<file path="config.mk">
export PLATFORM = sky130hd
export DESIGN_NAME = thread_run_ctl
export DESIGN_NICKNAME = d
export VERILOG_FILES = /design/src/rtl/thread_run_ctl_pkg.sv /design/src/rtl/trc_decode.sv /design/src/rtl/trc_lane.sv /design/src/rtl/trc_readback.sv /design/src/rtl/thread_run_ctl.sv
export SDC_FILE = /design/constraint.sdc
export NUM_CORES = 1
export LEC_CHECK = 0
export BUFFER_PORTS_ARGS = -buffer_cell sky130_fd_sc_hd__buf_2
export CAP_MARGIN = 20
export CORE_AREA = 2 2 72 74
export CTS_CLUSTER_DIAMETER = 60
export DETAILED_ROUTE_END_ITERATION = 7
export DIE_AREA = 0 0 74 76
export GPL_ROUTABILITY_DRIVEN = 1
export PLACE_DENSITY_LB_ADDON = 0.05
export SYNTH_ARGS = -nofsm -noshare
export SYNTH_HDL_FRONTEND = slang
export SYNTH_HIERARCHICAL = 1
export SYNTH_SLANG_ARGS = --single-unit
</file>
<file path="constraint.sdc">
create_clock -name clk -period 2.65 [get_ports clk]
set_clock_uncertainty 0.05 [all_clocks]
set_input_delay 0.1325 -clock clk [delete_from_list [all_inputs] [get_ports clk]]
set_output_delay 0.1325 -clock clk [all_outputs]
set_load 0.005 [all_outputs]
</file>
<file path="src/rtl/thread_run_ctl_pkg.sv">
package thread_run_ctl_pkg;

  localparam int unsigned WORD_W      = 64;
  localparam int unsigned LANE_W      = 8;
  localparam int unsigned MAX_THREADS = 4;

  // register offsets (byte address >> 3)
  localparam int unsigned OFS_RUNCMD   = 'h449;
  localparam int unsigned OFS_RUNSTATE = 'h412;
  localparam int unsigned OFS_RUNINFO  = 'h413;
  localparam int unsigned OFS_HEALTH   = 'h454;

  // size code for an 8-byte access
  localparam logic [1:0] SIZE_8B = 2'd3;

  // MSB-0 positions inside a thread lane
  localparam int unsigned POS_STOP     = 7;
  localparam int unsigned POS_START    = 6;
  localparam int unsigned POS_SRESET   = 4;
  localparam int unsigned POS_CLRMAINT = 3;
  localparam int unsigned POS_HALT0    = 56;
  localparam int unsigned POS_ONEPART  = 62;

  typedef struct packed {
    logic stop;
    logic start;
    logic sreset;
    logic clrmaint;
  } lane_cmd_t;

  typedef enum logic [1:0] {
    SEL_ZERO   = 2'd0,
    SEL_STATE  = 2'd1,
    SEL_HEALTH = 2'd2
  } rd_sel_t;

  // word bit index of MSB-0 bit n
  function automatic int unsigned msb0(input int unsigned n);
    return WORD_W - 1 - n;
  endfunction

endpackage

</file>
<file path="src/rtl/trc_decode.sv">
module trc_decode
  import thread_run_ctl_pkg::*;
#(
  parameter int unsigned ADDR_W = 32
) (
  input  logic              acc_valid,
  input  logic              acc_write,
  input  logic [ADDR_W-1:0] acc_addr,
  input  logic [1:0]        acc_size,
  output logic              cmd_wr,
  output logic              rd_req,
  output rd_sel_t           rd_sel
);
  localparam int unsigned OFF_W = ADDR_W - 3;

  logic [OFF_W-1:0] offset;
  logic             acc_ok;
  logic             unused_low;

  // offset is the byte address shifted by three
  assign offset     = acc_addr[ADDR_W-1:3];
  assign unused_low = ^acc_addr[2:0];
  assign acc_ok     = acc_valid && (acc_size == SIZE_8B);

  assign cmd_wr = acc_ok && acc_write && (offset == OFF_W'(OFS_RUNCMD));
  assign rd_req = acc_valid && !acc_write;

  always_comb begin
    rd_sel = SEL_ZERO;
    if (acc_ok && !acc_write) begin
      if (offset == OFF_W'(OFS_RUNSTATE))
        rd_sel = SEL_STATE;
      else if (offset == OFF_W'(OFS_HEALTH))
        rd_sel = SEL_HEALTH;
      // thread-info, command register and unknown offsets read zero
    end
  end
endmodule

</file>
<file path="src/rtl/trc_lane.sv">
module trc_lane
  import thread_run_ctl_pkg::*;
(
  input  logic      clk,
  input  logic      rst,
  input  logic      cmd_wr,
  input  lane_cmd_t cmd,
  output logic      quiesced,
  output logic      pause_p,
  output logic      resume_p,
  output logic      sreset_p
);
  logic q_r;
  logic q_nxt;

  // effects applied in the order stop, start, soft reset, clear-maintenance
  always_comb begin
    q_nxt = q_r;
    if (cmd_wr) begin
      if (cmd.stop)     q_nxt = 1'b1;
      if (cmd.start)    q_nxt = 1'b0;
      if (cmd.sreset)   q_nxt = 1'b0;
      if (cmd.clrmaint) q_nxt = 1'b0;
    end
  end

  always_ff @(posedge clk) begin
    if (rst) begin
      q_r      <= 1'b0;
      pause_p  <= 1'b0;
      resume_p <= 1'b0;
      sreset_p <= 1'b0;
    end else begin
      q_r      <= q_nxt;
      pause_p  <= cmd_wr && cmd.stop;
      resume_p <= cmd_wr && (cmd.start || cmd.clrmaint);
      sreset_p <= cmd_wr && cmd.sreset;
    end
  end

  assign quiesced = q_r;
endmodule

</file>
<file path="src/rtl/trc_readback.sv">
module trc_readback
  import thread_run_ctl_pkg::*;
#(
  parameter int unsigned NUM_THREADS = 4
) (
  input  logic                   clk,
  input  logic                   rst,
  input  logic                   rd_req,
  input  rd_sel_t                rd_sel,
  input  logic [NUM_THREADS-1:0] halted,
  input  logic [NUM_THREADS-1:0] quiesced,
  input  logic                   one_part,
  output logic                   rd_valid,
  output logic [WORD_W-1:0]      rd_data
);
  logic [WORD_W-1:0] state_word;
  logic [WORD_W-1:0] health_word;
  logic [WORD_W-1:0] sel_word;

  // only present threads contribute
  always_comb begin
    state_word = '0;
    for (int i = 0; i < int'(NUM_THREADS); i++)
      state_word[msb0(POS_HALT0 + i)] = halted[i];
    state_word[msb0(POS_ONEPART)] = one_part;
  end


  always_comb begin
    health_word = '0;
    for (int i = 0; i < int'(NUM_THREADS); i++) begin
      health_word[msb0(LANE_W * i)]     = quiesced[i];
      health_word[msb0(LANE_W * i + 1)] = quiesced[i];
    end
  end

  always_comb begin
    unique case (rd_sel)
      SEL_STATE:  sel_word = state_word;
      SEL_HEALTH: sel_word = health_word;
      default:    sel_word = '0;
    endcase
  end

  // one registered response per read request
  always_ff @(posedge clk) begin
    if (rst) begin
      rd_valid <= 1'b0;
      rd_data  <= '0;
    end else begin
      rd_valid <= rd_req;
      rd_data  <= rd_req ? sel_word : '0;
    end
  end
endmodule

</file>
<file path="src/rtl/thread_run_ctl.sv">
module thread_run_ctl
  import thread_run_ctl_pkg::*;
#(
  parameter int unsigned NUM_THREADS = 4,
  parameter int unsigned ADDR_W      = 32
) (
  input  logic                   clk,
  input  logic                   rst,
  input  logic                   acc_valid,
  input  logic                   acc_write,
  input  logic [ADDR_W-1:0]      acc_addr,
  input  logic [1:0]             acc_size,
  input  logic [63:0]            acc_wdata,
  output logic                   rd_valid,
  output logic [63:0]            rd_data,
  input  logic [NUM_THREADS-1:0] thr_halted,
  input  logic                   cfg_single_partition,
  output logic [NUM_THREADS-1:0] thr_pause,
  output logic [NUM_THREADS-1:0] thr_resume,
  output logic [NUM_THREADS-1:0] thr_sreset
);
  logic                   cmd_wr;
  logic                   rd_req;
  rd_sel_t                rd_sel;
  logic [NUM_THREADS-1:0] quiesced;
  logic                   unused_wdata;

  // bits outside the recognised command fields are dropped
  assign unused_wdata = ^acc_wdata;

  trc_decode #(.ADDR_W(ADDR_W)) u_decode (
    .acc_valid (acc_valid),
    .acc_write (acc_write),
    .acc_addr  (acc_addr),
    .acc_size  (acc_size),
    .cmd_wr    (cmd_wr),
    .rd_req    (rd_req),
    .rd_sel    (rd_sel)
  );

  // lanes are only built for threads that exist
  for (genvar g = 0; g < int'(NUM_THREADS); g++) begin : g_lane
    localparam int unsigned BASE = LANE_W * g;
    lane_cmd_t cmd;

    assign cmd.stop     = acc_wdata[msb0(BASE + POS_STOP)];
    assign cmd.start    = acc_wdata[msb0(BASE + POS_START)];
    assign cmd.sreset   = acc_wdata[msb0(BASE + POS_SRESET)];
    assign cmd.clrmaint = acc_wdata[msb0(BASE + POS_CLRMAINT)];

    trc_lane u_lane (
      .clk      (clk),
      .rst      (rst),
      .cmd_wr   (cmd_wr),
      .cmd      (cmd),
      .quiesced (quiesced[g]),
      .pause_p  (thr_pause[g]),
      .resume_p (thr_resume[g]),
      .sreset_p (thr_sreset[g])
    );
  end

  trc_readback #(.NUM_THREADS(NUM_THREADS)) u_readback (
    .clk      (clk),
    .rst      (rst),
    .rd_req   (rd_req),
    .rd_sel   (rd_sel),
    .halted   (thr_halted),
    .quiesced (quiesced),
    .one_part (cfg_single_partition),
    .rd_valid (rd_valid),
    .rd_data  (rd_data)
  );
endmodule

</file>
; Yosys cells after proc, flatten, opt, wreduce, memory -nomap -nowiden
; Index checks and enable logic that the tools add are counted.
[classes]
n_eq_ne = 6
muxes = 20
bitwise_logic = 1
n_reduce_logical = 31
[op_table]
columns = cell, count
row1 = $pmux 64 s2, 1
row2 = $eq 29x11->1 const B, 3
row3 = $logic_and 1x1->1, 17
row4 = $mux 1, 16
row5 = $reduce_bool 4->1, 4
row6 = $reduce_and 2->1, 4
row7 = $mux 2, 3
row8 = $eq 2x2->1 const B, 2
row9 = $logic_or 1x1->1, 4
row10 = $eq 2x1->1 const B, 1
row11 = $reduce_or 2->1, 1
row12 = $logic_not 1->1, 1
row13 = $not 1->1, 1
[word_totals]
reg_bits = 81
wordCells = 76

; Depth between registers and ports, before layout
; Gate-level depths: netlist (run 1).
[depth]
depth_word = 6
mapped_depth = 7
depth_no_buf = 7

; Cells and area by module
; Netlist (run 1), hierarchy kept.
[by_module_without_submodules]
columns = mod, n_inst, cells_each, area_each_um2, seq_area_each_um2
row1 = trc_readback, 1, 81, 732.0, 200.2
row2 = trc_lane, 4, 12, 132.6, 80.1
row3 = trc_decode, 1, 19, 148.9, 0.0

; Worst setup path before layout (run 1)
; Ideal clock, no wire load.
[synth_path]
path_kind = in2reg
start = input acc_addr[16]
end = register g_lane[0].u_lane.q_r
setup_time_ns = 0.115
t_arrival_ns = 1.801
t_required_ns = 2.485
path_slack_ns = 0.684
stages = 5
n_path_buf = 0
path_cell_list = nor4_1 > nand4b_1 > nor4_2 > o31a_1 > nor3_2
[synth_between]
elab_chain_len = 3
[synth_lines]
columns = element, line_no
row1 = from (decl), thread_run_ctl.sv:11  ; input logic [ADDR_W-1:0] acc_addr,
row2 = $eq 29x11->1, trc_decode.sv:25  ; assign cmd_wr = acc_ok && acc_write && (offset == OFF_W'(OFS_RUNCMD));
row3 = $logic_and 1x1->1, trc_decode.sv:25
row4 = via cmd_wr, thread_run_ctl.sv:22  ; logic cmd_wr;
row5 = $reduce_and 2->1 (no line), --
row6 = to (signal assigned), trc_lane.sv:34  ; q_r <= q_nxt;
row7 = to (decl), trc_lane.sv:13  ; logic q_r;
; The timed path passes the listed nets, and every way through them passes these cells.
; A chain may end at the register's enable or synchronous reset.

; Final worst setup path (run 1)
[layout_path]
start = input acc_addr[20]
end = register u_readback.rd_data[7]
[layout_between]
elab_cells_between_ends = 8
[layout_rtl]
columns = element, line_no
row1 = $eq 29x11->1 *, trc_decode.sv:31  ; if (offset == OFF_W'(OFS_RUNSTATE))
row2 = $mux 2 *, trc_decode.sv:31
row3 = $mux 2 *, trc_decode.sv:30  ; if (acc_ok && !acc_write) begin
row4 = via rd_sel[0], thread_run_ctl.sv:24  ; rd_sel_t rd_sel;
row5 = $eq 2x2->1 / $eq 2x1->1 (equally long branches), trc_readback.sv:38  ; unique case (rd_sel)
row6 = $pmux 64 s2 *, trc_readback.sv:38
row7 = to (signal assigned), trc_readback.sv:52  ; rd_data <= rd_req ? sel_word : '0;
row8 = to (decl), trc_readback.sv:14  ; output logic [WORD_W-1:0] rd_data
; Mark *: on every way through the listed nets, which the timed path passes. The rest lies on a longest branch.

==> impl_metrics.yaml, run 1 <==
synth:
  yosysMostFrequentCell: "buf_4"
  syn-cell-area_sq_mm: 0.001411
  synth_top_area_share_pct: 36.88
  ys_ff_latch: 26
  synthTopCellsByArea: "dfxtp_1, buf_4, and3b_2"
  seq_area_frac_synth_pct: 36.88
  yosys-top-cells-count: "buf_4, dfxtp_1, nor2_1, and2_1, nor4_1"
  dominantRegCellSynth: "dfxtp_1"
  synth_edf_count: 0
  yosysWarnings: 6
  ys_types: 26
  postSynth.asyncResetShare_pct: 0
  avgSynthCellArea_sq_um: 9.536
  synth_top_cell_by_area: "dfxtp_1"
  synth_cells: 148
clock_tree:
  clockBufferDepth: 2
  clkTransAtPathRegs_ns: 0.09
  cts_hold_buf: 1
  tritoncts: "yes"
  cts.sinks: 26
  cts_resized: 0
  cts_made_buffers: 3
  clk_latency_ns: 0.26
  cts_setup_buffers: 0
  root_buffer: "clkbuf_8"
  ctsHtreeMaxLevel: 1
timing:
  finalSetupViolations: 0
  timing.final.crit_share_pct: 69.75
  post-route-min-period_ns: 1.848
  max_freq_mhz: 541.0
  tns_ns: 0
  drv_slew: 0
  hold_viol: 0
  rsz0062_at_grt: "no"
grt:
  grt_pass1_wl_mm: 4.436
  antenna_found_initial: 0
  grt_overflow_total: 0
  grt_util_all_layers_pct: 9.973
  grt_max_degree: 21
  grt_pass1_vias: 1003
die:
  initial_core_util_pct: 28.73
  die_area_sq_mm: 0.005624
  die_y_microns: 76
  rows: 26
  pin_count: 184
  fp.coreArea_sq_mm: 0.004912
  die_w_microns: 74
min_path:
  worstHoldStart: "thr_halted[2]"
  hold_path_end: "u_readback/rd_data[5]"
  min_path_type: "in2reg"
  hold_depth: 2
routing:
  ant_nets: 0
  via_per_inst: 3.707
  vias: 1112
  drcViolationCount: 0
  finalWirelength_mm: 2.865
  drtIter0Drc: 19
  drt-wirelength-per-cell_microns: 9.550
  dr.pass1.iters: 2
final_layout:
  fin_nets: 340
  drive_above_1_share_pct: 44.78
  stdcell_count: 300
  post-route-util_pct: 35.84
  diodes: 0
  syn2layout_area_growth_pct: 24.73
pwr:
  pwr-share-clk_pct: 34.7
  switching_share_pct: 22.09
  leakagePower_nw: 0.9526
  combPwrFrac_pct: 10.9
  switching_power_mw: 0.1587
  vdd_drop_max_mv: 0.2557
  seq_power_share_pct: 54.4
  p_per_area_mw_per_mm2: 408.1
  internal_power_mw: 0.5597
worst_setup_path:
  crit_chain: "buf_2, nor4_1, nand4_1, nor4_2, inv_1, ha_1, and4bb_2, and2_1"
  ff2ff_setup_slack_ns: 1.96
  r2r-end: "g_lane[0].u_lane/quiesced"
  start_kind: "input port"
  max_stage_delay_ns: 0.39
  worst_setup_path_end_kind: "flop"
  crit_type: "in2reg"
  reg2reg_depth: 2
  r2r_start: "g_lane[0].u_lane/quiesced"
  arrival_ns: 2.01
  worstPathMaxFanout: 5
  cp_slowest_cell: "nor4_2"
  required_ns: 2.81
place:
  io_buffers: 81
  gp_congestion: 0.6506
  dp_hpwl_mm: 2.374
  placed_cells: 295
run_status:
  outcome: "finished clean"
run:
  cap_viol_max_count: 0
[logic make-up after synthesis]
kind of cell	synth area share, %
buffers and inverters	29.79
AND/OR/NAND/NOR	27.39
flip-flops	36.88
AO/OA/AOI/OAI	3.901
adder cells (fa/ha/maj)	1.773
other	0.2657
[metrics by stage]
stage | hold WS, ns | setup slack (ns) | area (sq um) | total power, mW
global route | 0.004003 | 0.6172 | 1760 | 0.7615
finish | 0.01211 | 0.8016 | 1760 | 0.7184
CTS | 0.001375 | 0.7705 | 1760 | 0.7318
detailed placement | 0.2836 | 0.4787 | 1695 | 0.4760
floorplan | 0.1522 | 0.6839 | 1599 | 0.4809
global placement | 0.2860 | 0.4770 | 1695 | 0.4763
[flip-flops by register name (all words and copies together), names as in the netlist]
| signal | cells |
|---|---|
| u_readback/rd_valid | 1 |
| g_lane.u_lane/resume_p | 4 |
| g_lane.u_lane/pause_p | 4 |
| g_lane.u_lane/sreset_p | 4 |
| g_lane.u_lane/quiesced | 4 |
| u_readback/rd_data | 9 |
[placed cells by master (no fill, tap or decap), drive strengths merged]
master / instances
buf: 82
conb: 51
dfxtp: 26
nor2: 8
nor4: 7
and2: 5
and3b: 5
nor3: 5
clkbuf: 4
o31a: 4
a21oi: 4
nand2: 4
nor3b: 4
and3: 4
nand4: 2
nor2b: 2
nand4b: 2
nand2b: 2
inv: 2
ha: 2
dlygate4sd3: 1
and4b: 1
or4b: 1
and4bb: 1
and2b: 1
[per-layer routing]
| layer | GRT usage [%] | wire length (microns) |
|---|---|---|
| met5 | 0 | 0 |
| met4 | 1.091 | 10 |
| met3 | 4.101 | 357 |
| met2 | 17.32 | 1327 |
| met1 | 11.67 | 1170 |
[power groups by stage]
stage / clock, mW / sequential (mW) / combinational, mW
finish: 0.249 / 0.391 / 0.0781
floorplan: 0 / 0.400 / 0.0806
global route: 0.281 / 0.391 / 0.0891
detailed placement: 0 / 0.400 / 0.0759
global placement: 0 / 0.400 / 0.0762
CTS: 0.264 / 0.391 / 0.0772
[critical path: cells and delay by family]
family / cells / cell delay (ns)
buffers and inverters: 2 / 0.18
and+or+nand+nor: 5 / 1.42
adders and majority gates: 1 / 0.28
[worst max-delay path by stage]
stage | from | endpoint | slack (ns) | cells past startpoint
final | acc_addr[20] | u_readback/rd_data[7] | 0.80 | 8
after global routing | acc_addr[8] | u_readback/rd_data[1] | 0.62 | 8
after CTS | acc_addr[8] | u_readback/rd_data[7] | 0.77 | 8
after detailed placement | acc_addr[8] | u_readback/rd_data[7] | 0.48 | 8
after global placement | acc_addr[8] | u_readback/rd_data[1] | 0.48 | 8
after floorplan | acc_addr[16] | g_lane[0].u_lane/quiesced | 0.68 | 5
[layout make-up]
| type | count | area (sq um) |
|---|---|---|
| fillers | 544 | 3152 |
| multi-input cells | 115 | 666.9 |
| flip-flops and latches | 26 | 520.5 |
| repair buffers | 83 | 422.9 |
| well taps | 70 | 87.58 |
| clock buffers | 4 | 55.05 |
| inverters | 2 | 7.507 |
No activity file was read; power rests on OpenSTA's default activity.
==> inputs of run 2 (changes only) <==
- ABC_AREA: not set -> 1
- CORE_AREA: 2 2 72 74 -> not set
- CORE_MARGIN: not set -> 2
- CORE_UTILIZATION: not set -> 33
- DIE_AREA: 0 0 74 76 -> not set
- clock period: 2.65 -> 1.9 ns (I/O delays scaled with it)
==> run 2 against run 1 <==
Global-route usage increased by 0.84 points. Cell count increased by 21%. Die area decreased by 6.3%. Sequential cell count unchanged. Wire length increased by 5.5%. Synthesized cell count increased by 53%. Largest power group unchanged.
==> impl_metrics.yaml, run 2 <==
worst_setup_path:
  crit_chain: "buf_2, nor2_1, nand2_1, nor2_4, nand3_1, nor2_1, inv_1, ha_1, inv_1, nand3_1, nor2_1"
  start_kind: "input port"
  worst_setup_path_end_kind: "flop"
  cp_slowest_cell: "ha_1"
  worstPathMaxFanout: 5
  crit_top_cell: "nor2_1"
  path_delay_family: "simple AND/OR/NAND/NOR gates"
  arrival_ns: 1.39
  crit_type: "in2reg"
  max_stage_delay_ns: 0.29
  ff2ff_setup_slack_ns: 1.23
  critPathBufInv: 3
  required_ns: 2.06
final_layout:
  final_common_cell: "buf_2"
  regMostFlops: "u_readback/rd_data"
  largest_reg_flops: 9
  fillCellCount: 517
  stdcell_count: 363
  syn2layout_area_growth_pct: 21.76
  drive_above_1_share_pct: 32.80
  final_cell_area_sq_mm: 0.001891
  fin_nets: 421
  post-route-util_pct: 42.54
  diodes: 0
  final_cell_mix: "buf_2, conb_1, nand2_1"
synth:
  seq_area_frac_synth_pct: 33.52
  yosysWarnings: 6
  avgSynthCellArea_sq_um: 6.840
  dominantRegCellSynth: "dfxtp_1"
  synthTopCellsByArea: "dfxtp_1, buf_4, nand2_1"
  ys_ff_latch: 26
  syn-cell-area_sq_mm: 0.001553
  yosysMostFrequentCell: "buf_4"
  synth_cells: 227
  yosys-top-cells-count: "buf_4, nand2_1, nor2_1, inv_1, dfxtp_1"
  postSynth.asyncResetShare_pct: 0
  ys_types: 13
  synth_edf_count: 0
  synth_top_area_share_pct: 33.52
  synth_top_cell_by_area: "dfxtp_1"
place:
  gp_congestion: 0.7303
  io_buffers: 81
  place_area_sq_mm: 0.001805
  dp_hpwl_mm: 2.515
  place_ws_ns: 0.3809
  placed_cells: 356
clock_tree:
  ctsHtreeMaxLevel: 1
  clkTransAtPathRegs_ns: 0.08
  tritoncts: "yes"
  clockBufferDepth: 2
  cts.sinks: 26
  cts_setup_buffers: 0
  clk_latency_ns: 0.26
  cts_made_buffers: 3
  root_buffer: "clkbuf_8"
pwr:
  leakagePower_nw: 1.151
  vdd_drop_max_mv: 0.3286
  internal_power_mw: 0.7887
  p_total_mw: 1.022
  switching_share_pct: 22.81
  p_per_area_mw_per_mm2: 540.4
  switching_power_mw: 0.2330
  seq_power_share_pct: 53.4
  pwr-share-clk_pct: 33.6
  combPwrFrac_pct: 13.1
grt:
  antenna_found_initial: 0
  grt_overflow_total: 0
  grt_pass1_vias: 1108
  grt_pass1_wl_mm: 4.533
  grt_max_degree: 15
  grt_util_all_layers_pct: 10.81
routing:
  vias: 1383
  dr.pass1.iters: 4
  ant_nets: 0
  finalWirelength_mm: 3.024
  drtIter0Drc: 27
  via_per_inst: 3.810
  drt-wirelength-per-cell_microns: 8.331
  drcViolationCount: 0
timing:
  tns_ns: 0
  rsz0062_at_grt: "no"
  timing.final.crit_share_pct: 64.79
  post-route-min-period_ns: 1.231
  hold_viol: 0
  setup_ws_ns: 0.6689
  hold_slack_ns: 0.009856
  drv_slew: 0
  finalSetupViolations: 0
  max_freq_mhz: 812.3
die:
  die_y_microns: 72.60
  fp.coreArea_sq_mm: 0.004444
  pin_count: 184
  rows: 24
  die_area_sq_mm: 0.005270
  initial_core_util_pct: 34.94
  die_w_microns: 72.60
min_path:
  min_path_type: "in2reg"
run_status:
  outcome: "finished clean"
run:
  cap_viol_max_count: 0
-- run 2: cell types whose count changed in the layout (fill, tap and decap cells not counted), sizes merged, moves of 7 or more --
cell / previous run / this run
nand3: 0 / 15
nand2: 4 / 43
nor4: 7 / 0
nor2: 8 / 49
inv: 2 / 35
-- run 2: path summary, 6_finish.rpt --
check                              end                 startpoint  cells after the start
min reg2reg     u_readback/rd_data[55]  g_lane[1].u_lane/quiesced                      2
min          g_lane[0].u_lane/resume_p              acc_wdata[60]                      3
max reg2reg  g_lane[0].u_lane/quiesced  g_lane[0].u_lane/quiesced                      4
max              u_readback/rd_data[5]               acc_addr[16]                     11
-- run 2: cells by family (layout without fill, tap and decap cells) --
logic type / count (synthesis) / after routing / synth area share (%)
other: 1 / 51 / 0.2415
and+or+nand+nor: 108 / 108 / 29.57
buffers and inverters: 90 / 124 / 35.05
DFF: 26 / 26 / 33.52
adders and majority gates: 2 / 2 / 1.611
-- run 2: power by group through the flow --
stage	Sequential [mW]	Clock (mW)	Combinational (mW)
finish	0.545	0.343	0.134
global route	0.545	0.374	0.154
CTS	0.545	0.365	0.132
detailed placement	0.558	0	0.127
global placement	0.558	0	0.126
floorplan	0.558	0	0.134
-- run 2: repair_timing --
| action | CTS | global route |
|---|---|---|
| endpoints found under the hold margin | 3 | 0 |
| resized for setup | 0 | 0 |
| hold buffers | 3 | 0 |
| endpoints found under the setup margin | 0 | 0 |
-- run 2: metal layers --
| metal | wire length [microns] | GRT usage, % | vias to the layer above |
|---|---|---|---|
| met5 | 0 | 0 | - |
| met4 | 19 | 2.469 | 0 |
| met3 | 408 | 4.006 | 2 |
| met2 | 1283 | 18.38 | 87 |
| met1 | 1312 | 12.99 | 566 |
| li1 | - | - | 728 |
-- run 2: area by class of cell --
type | count | area (sq um) | area share [%]
Multi-Input combinational cell | 161 | 675.6 | 35.74
Sequential cell | 26 | 520.5 | 27.53
Timing Repair Buffer | 85 | 442.9 | 23.43
Inverter | 35 | 131.4 | 6.949
Tap cell | 52 | 65.06 | 3.441
Clock buffer | 4 | 55.05 | 2.912
-- run 2: worst reg2reg max path, delay by kind of cell, from the launching register on --
kind | cells | cell delay, ns
buffers and inverters | 1 | 0.04
flip-flops | 1 | 0.32
AND/OR/NAND/NOR | 3 | 0.18
==> inputs of run 3 (changes only) <==
- clock period: 1.9 -> 1.2 ns (I/O delays scaled with it)
==> run 3 against run 2 <==
Die area did not move. Cell area rose by 14%. Combinational power rose by 100%. First-iteration DRC count rose by 74%. Sequential share of layout area fell by 3.4 points. Count of clock-buffer cells in the layout did not move. Utilization rose by 6.0 points. Critical path depth did not move. Wire length rose by 3.2%. Largest cell class unchanged.
==> impl_metrics.yaml, run 3 (synthesis gave the netlist of run 2 again) <==
worst_setup_path:
  r2r-end: "g_lane[1].u_lane/quiesced"
  arrival_ns: 1.22
  start_kind: "input port"
  crit_top_cell: "nor2_1"
  cp_slowest_cell: "ha_4"
  crit_type: "in2reg"
  required_ns: 1.30
  crit_chain: "buf_2, nor2_1, nand2_2, nor2_4, nand3_2, nor2_2, inv_1, ha_4, inv_4, nand3_1, nor2_1"
  worst_setup_path_end_kind: "flop"
  max_stage_delay_ns: 0.28
  reg2reg_depth: 4
  worstPathMaxFanout: 5
  r2r_start: "g_lane[1].u_lane/quiesced"
  ff2ff_setup_slack_ns: 0.53
final_layout:
  largest_reg_flops: 9
  multi_input_area_sq_um: 710.7
  syn2layout_area_growth_pct: 39.00
  regMostFlops: "u_readback/rd_data"
  seq_area_sq_um: 520.5
  fillCellCount: 464
  final_cell_mix: "buf_2, conb_1, nand2_1"
  fin_nets: 444
  diodes: 0
  drive_above_1_share_pct: 34.43
  final_common_cell: "buf_2"
  post-route-util_pct: 48.56
min_path:
  hold_depth: 4
  hold_path_end: "g_lane[1].u_lane/resume_p"
  min_path_type: "in2reg"
  worstHoldStart: "rst"
clock_tree:
  clockBufferDepth: 2
  cts.sinks: 26
  cts_made_buffers: 3
  clk_latency_ns: 0.26
  ctsHtreeMaxLevel: 1
  root_buffer: "clkbuf_8"
  clkTransAtPathRegs_ns: 0.09
  tritoncts: "yes"
routing:
  drcViolationCount: 0
  vias: 1457
  drtIter0Drc: 47
  ant_nets: 0
  dr.pass1.iters: 4
  wl_met2_mm: 1.475
  wl_met1_mm: 1.305
  finalWirelength_mm: 3.120
  top_layer_used: "met4"
  drt-wirelength-per-cell_microns: 8.083
  wl_met3_microns: 308
  via_per_inst: 3.775
timing:
  post-route-min-period_ns: 1.116
  setup_ws_ns: 0.08390
  finalSetupViolations: 0
  drv_slew: 0
  timing.final.crit_share_pct: 93.01
  hold_viol: 0
  max_freq_mhz: 896.0
  hold_slack_ns: 0.1124
pwr:
  vdd_drop_max_mv: 0.4668
  p_per_area_mw_per_mm2: 776.1
  leakagePower_nw: 1.250
grt:
  grt_pass1_vias: 1276
  antenna_found_initial: 0
  grt_max_degree: 15
  grt_util_all_layers_pct: 11.77
  grt_pass1_wl_mm: 4.954
  grt_overflow_total: 0
run_status:
  outcome: "finished clean"
die:
  initial_core_util_pct: 34.94
  rows: 24
  fp.coreArea_sq_mm: 0.004444
  pin_count: 184
  die_y_microns: 72.60
  die_w_microns: 72.60
  die_area_sq_mm: 0.005270
place:
  io_buffers: 81
  gp_congestion: 0.7488
  place_ws_ns: -0.2366
  dp_hpwl_mm: 2.452
run:
  cap_viol_max_count: 0
==> run 3: cell type report <==
cell class	count	share of cell area (%)
timing repair buffer	108	31.19
sequential	26	24.12
clock buffer	4	2.551
inverter	35	6.203
tap	52	3.014
multi-input combinational	161	32.93
==> run 3: per-layer routing <==
| metal | vias up | track usage [%] |
|---|---|---|
| li1 | 773 | - |
| met2 | 93 | 22.22 |
| met1 | 589 | 13.28 |
| met3 | 2 | 2.072 |
| met5 | - | 0 |
| met4 | 0 | 3.704 |
==> run 3: how the worst max path moves through the flow <==
stage | start | to | slack, ns | cells past startpoint
after floorplan | acc_addr[18] | u_readback/rd_data[1] | 0.01 | 10
after global placement | acc_addr[25] | u_readback/rd_data[5] | -0.22 | 13
after detailed placement | acc_addr[26] | u_readback/rd_data[6] | -0.24 | 13
after CTS | acc_addr[26] | u_readback/rd_data[6] | 0.03 | 13
after global routing | acc_addr[25] | u_readback/rd_data[4] | -0.008 | 13
final | acc_addr[12] | u_readback/rd_data[5] | 0.08 | 11
==> run 3: worst max-delay path, delay by kind of cell <==
family                     cells  cell delay, ns
buffers and inverters          3            0.21
and+or+nand+nor                7            0.67
adders and majority gates      1            0.28
==> run 3: stage by stage <==
stage	TNS (ns)	cell area (sq um)	total power, mW	cells
after floorplan	0	1745	1.096	277
after global placement	-1.649	1861	1.094	361
after detailed placement	-1.844	1861	1.094	361
after CTS	0	2126	1.697	386
after global routing	-0.007763	2158	1.770	386
final	0	2158	1.675	386
==> run 3: where the power goes <==
group / total, mW / leakage (nW) / internal, mW / switching [mW]
Clock: 0.544 / 0.0288 / 0.293 / 0.252
Combinational: 0.268 / 1.01 / 0.139 / 0.128
Sequential: 0.863 / 0.209 / 0.863 / 0.000197
==> run 3: what timing repair did <==
item | 4_1_cts | 5_1_grt
setup buffers | 0 | 0
endpoints found under the hold margin | 17 | 0
gates resized for setup | 0 | 7
endpoints found under the setup margin | 0 | 5
hold buffers | 21 | 0
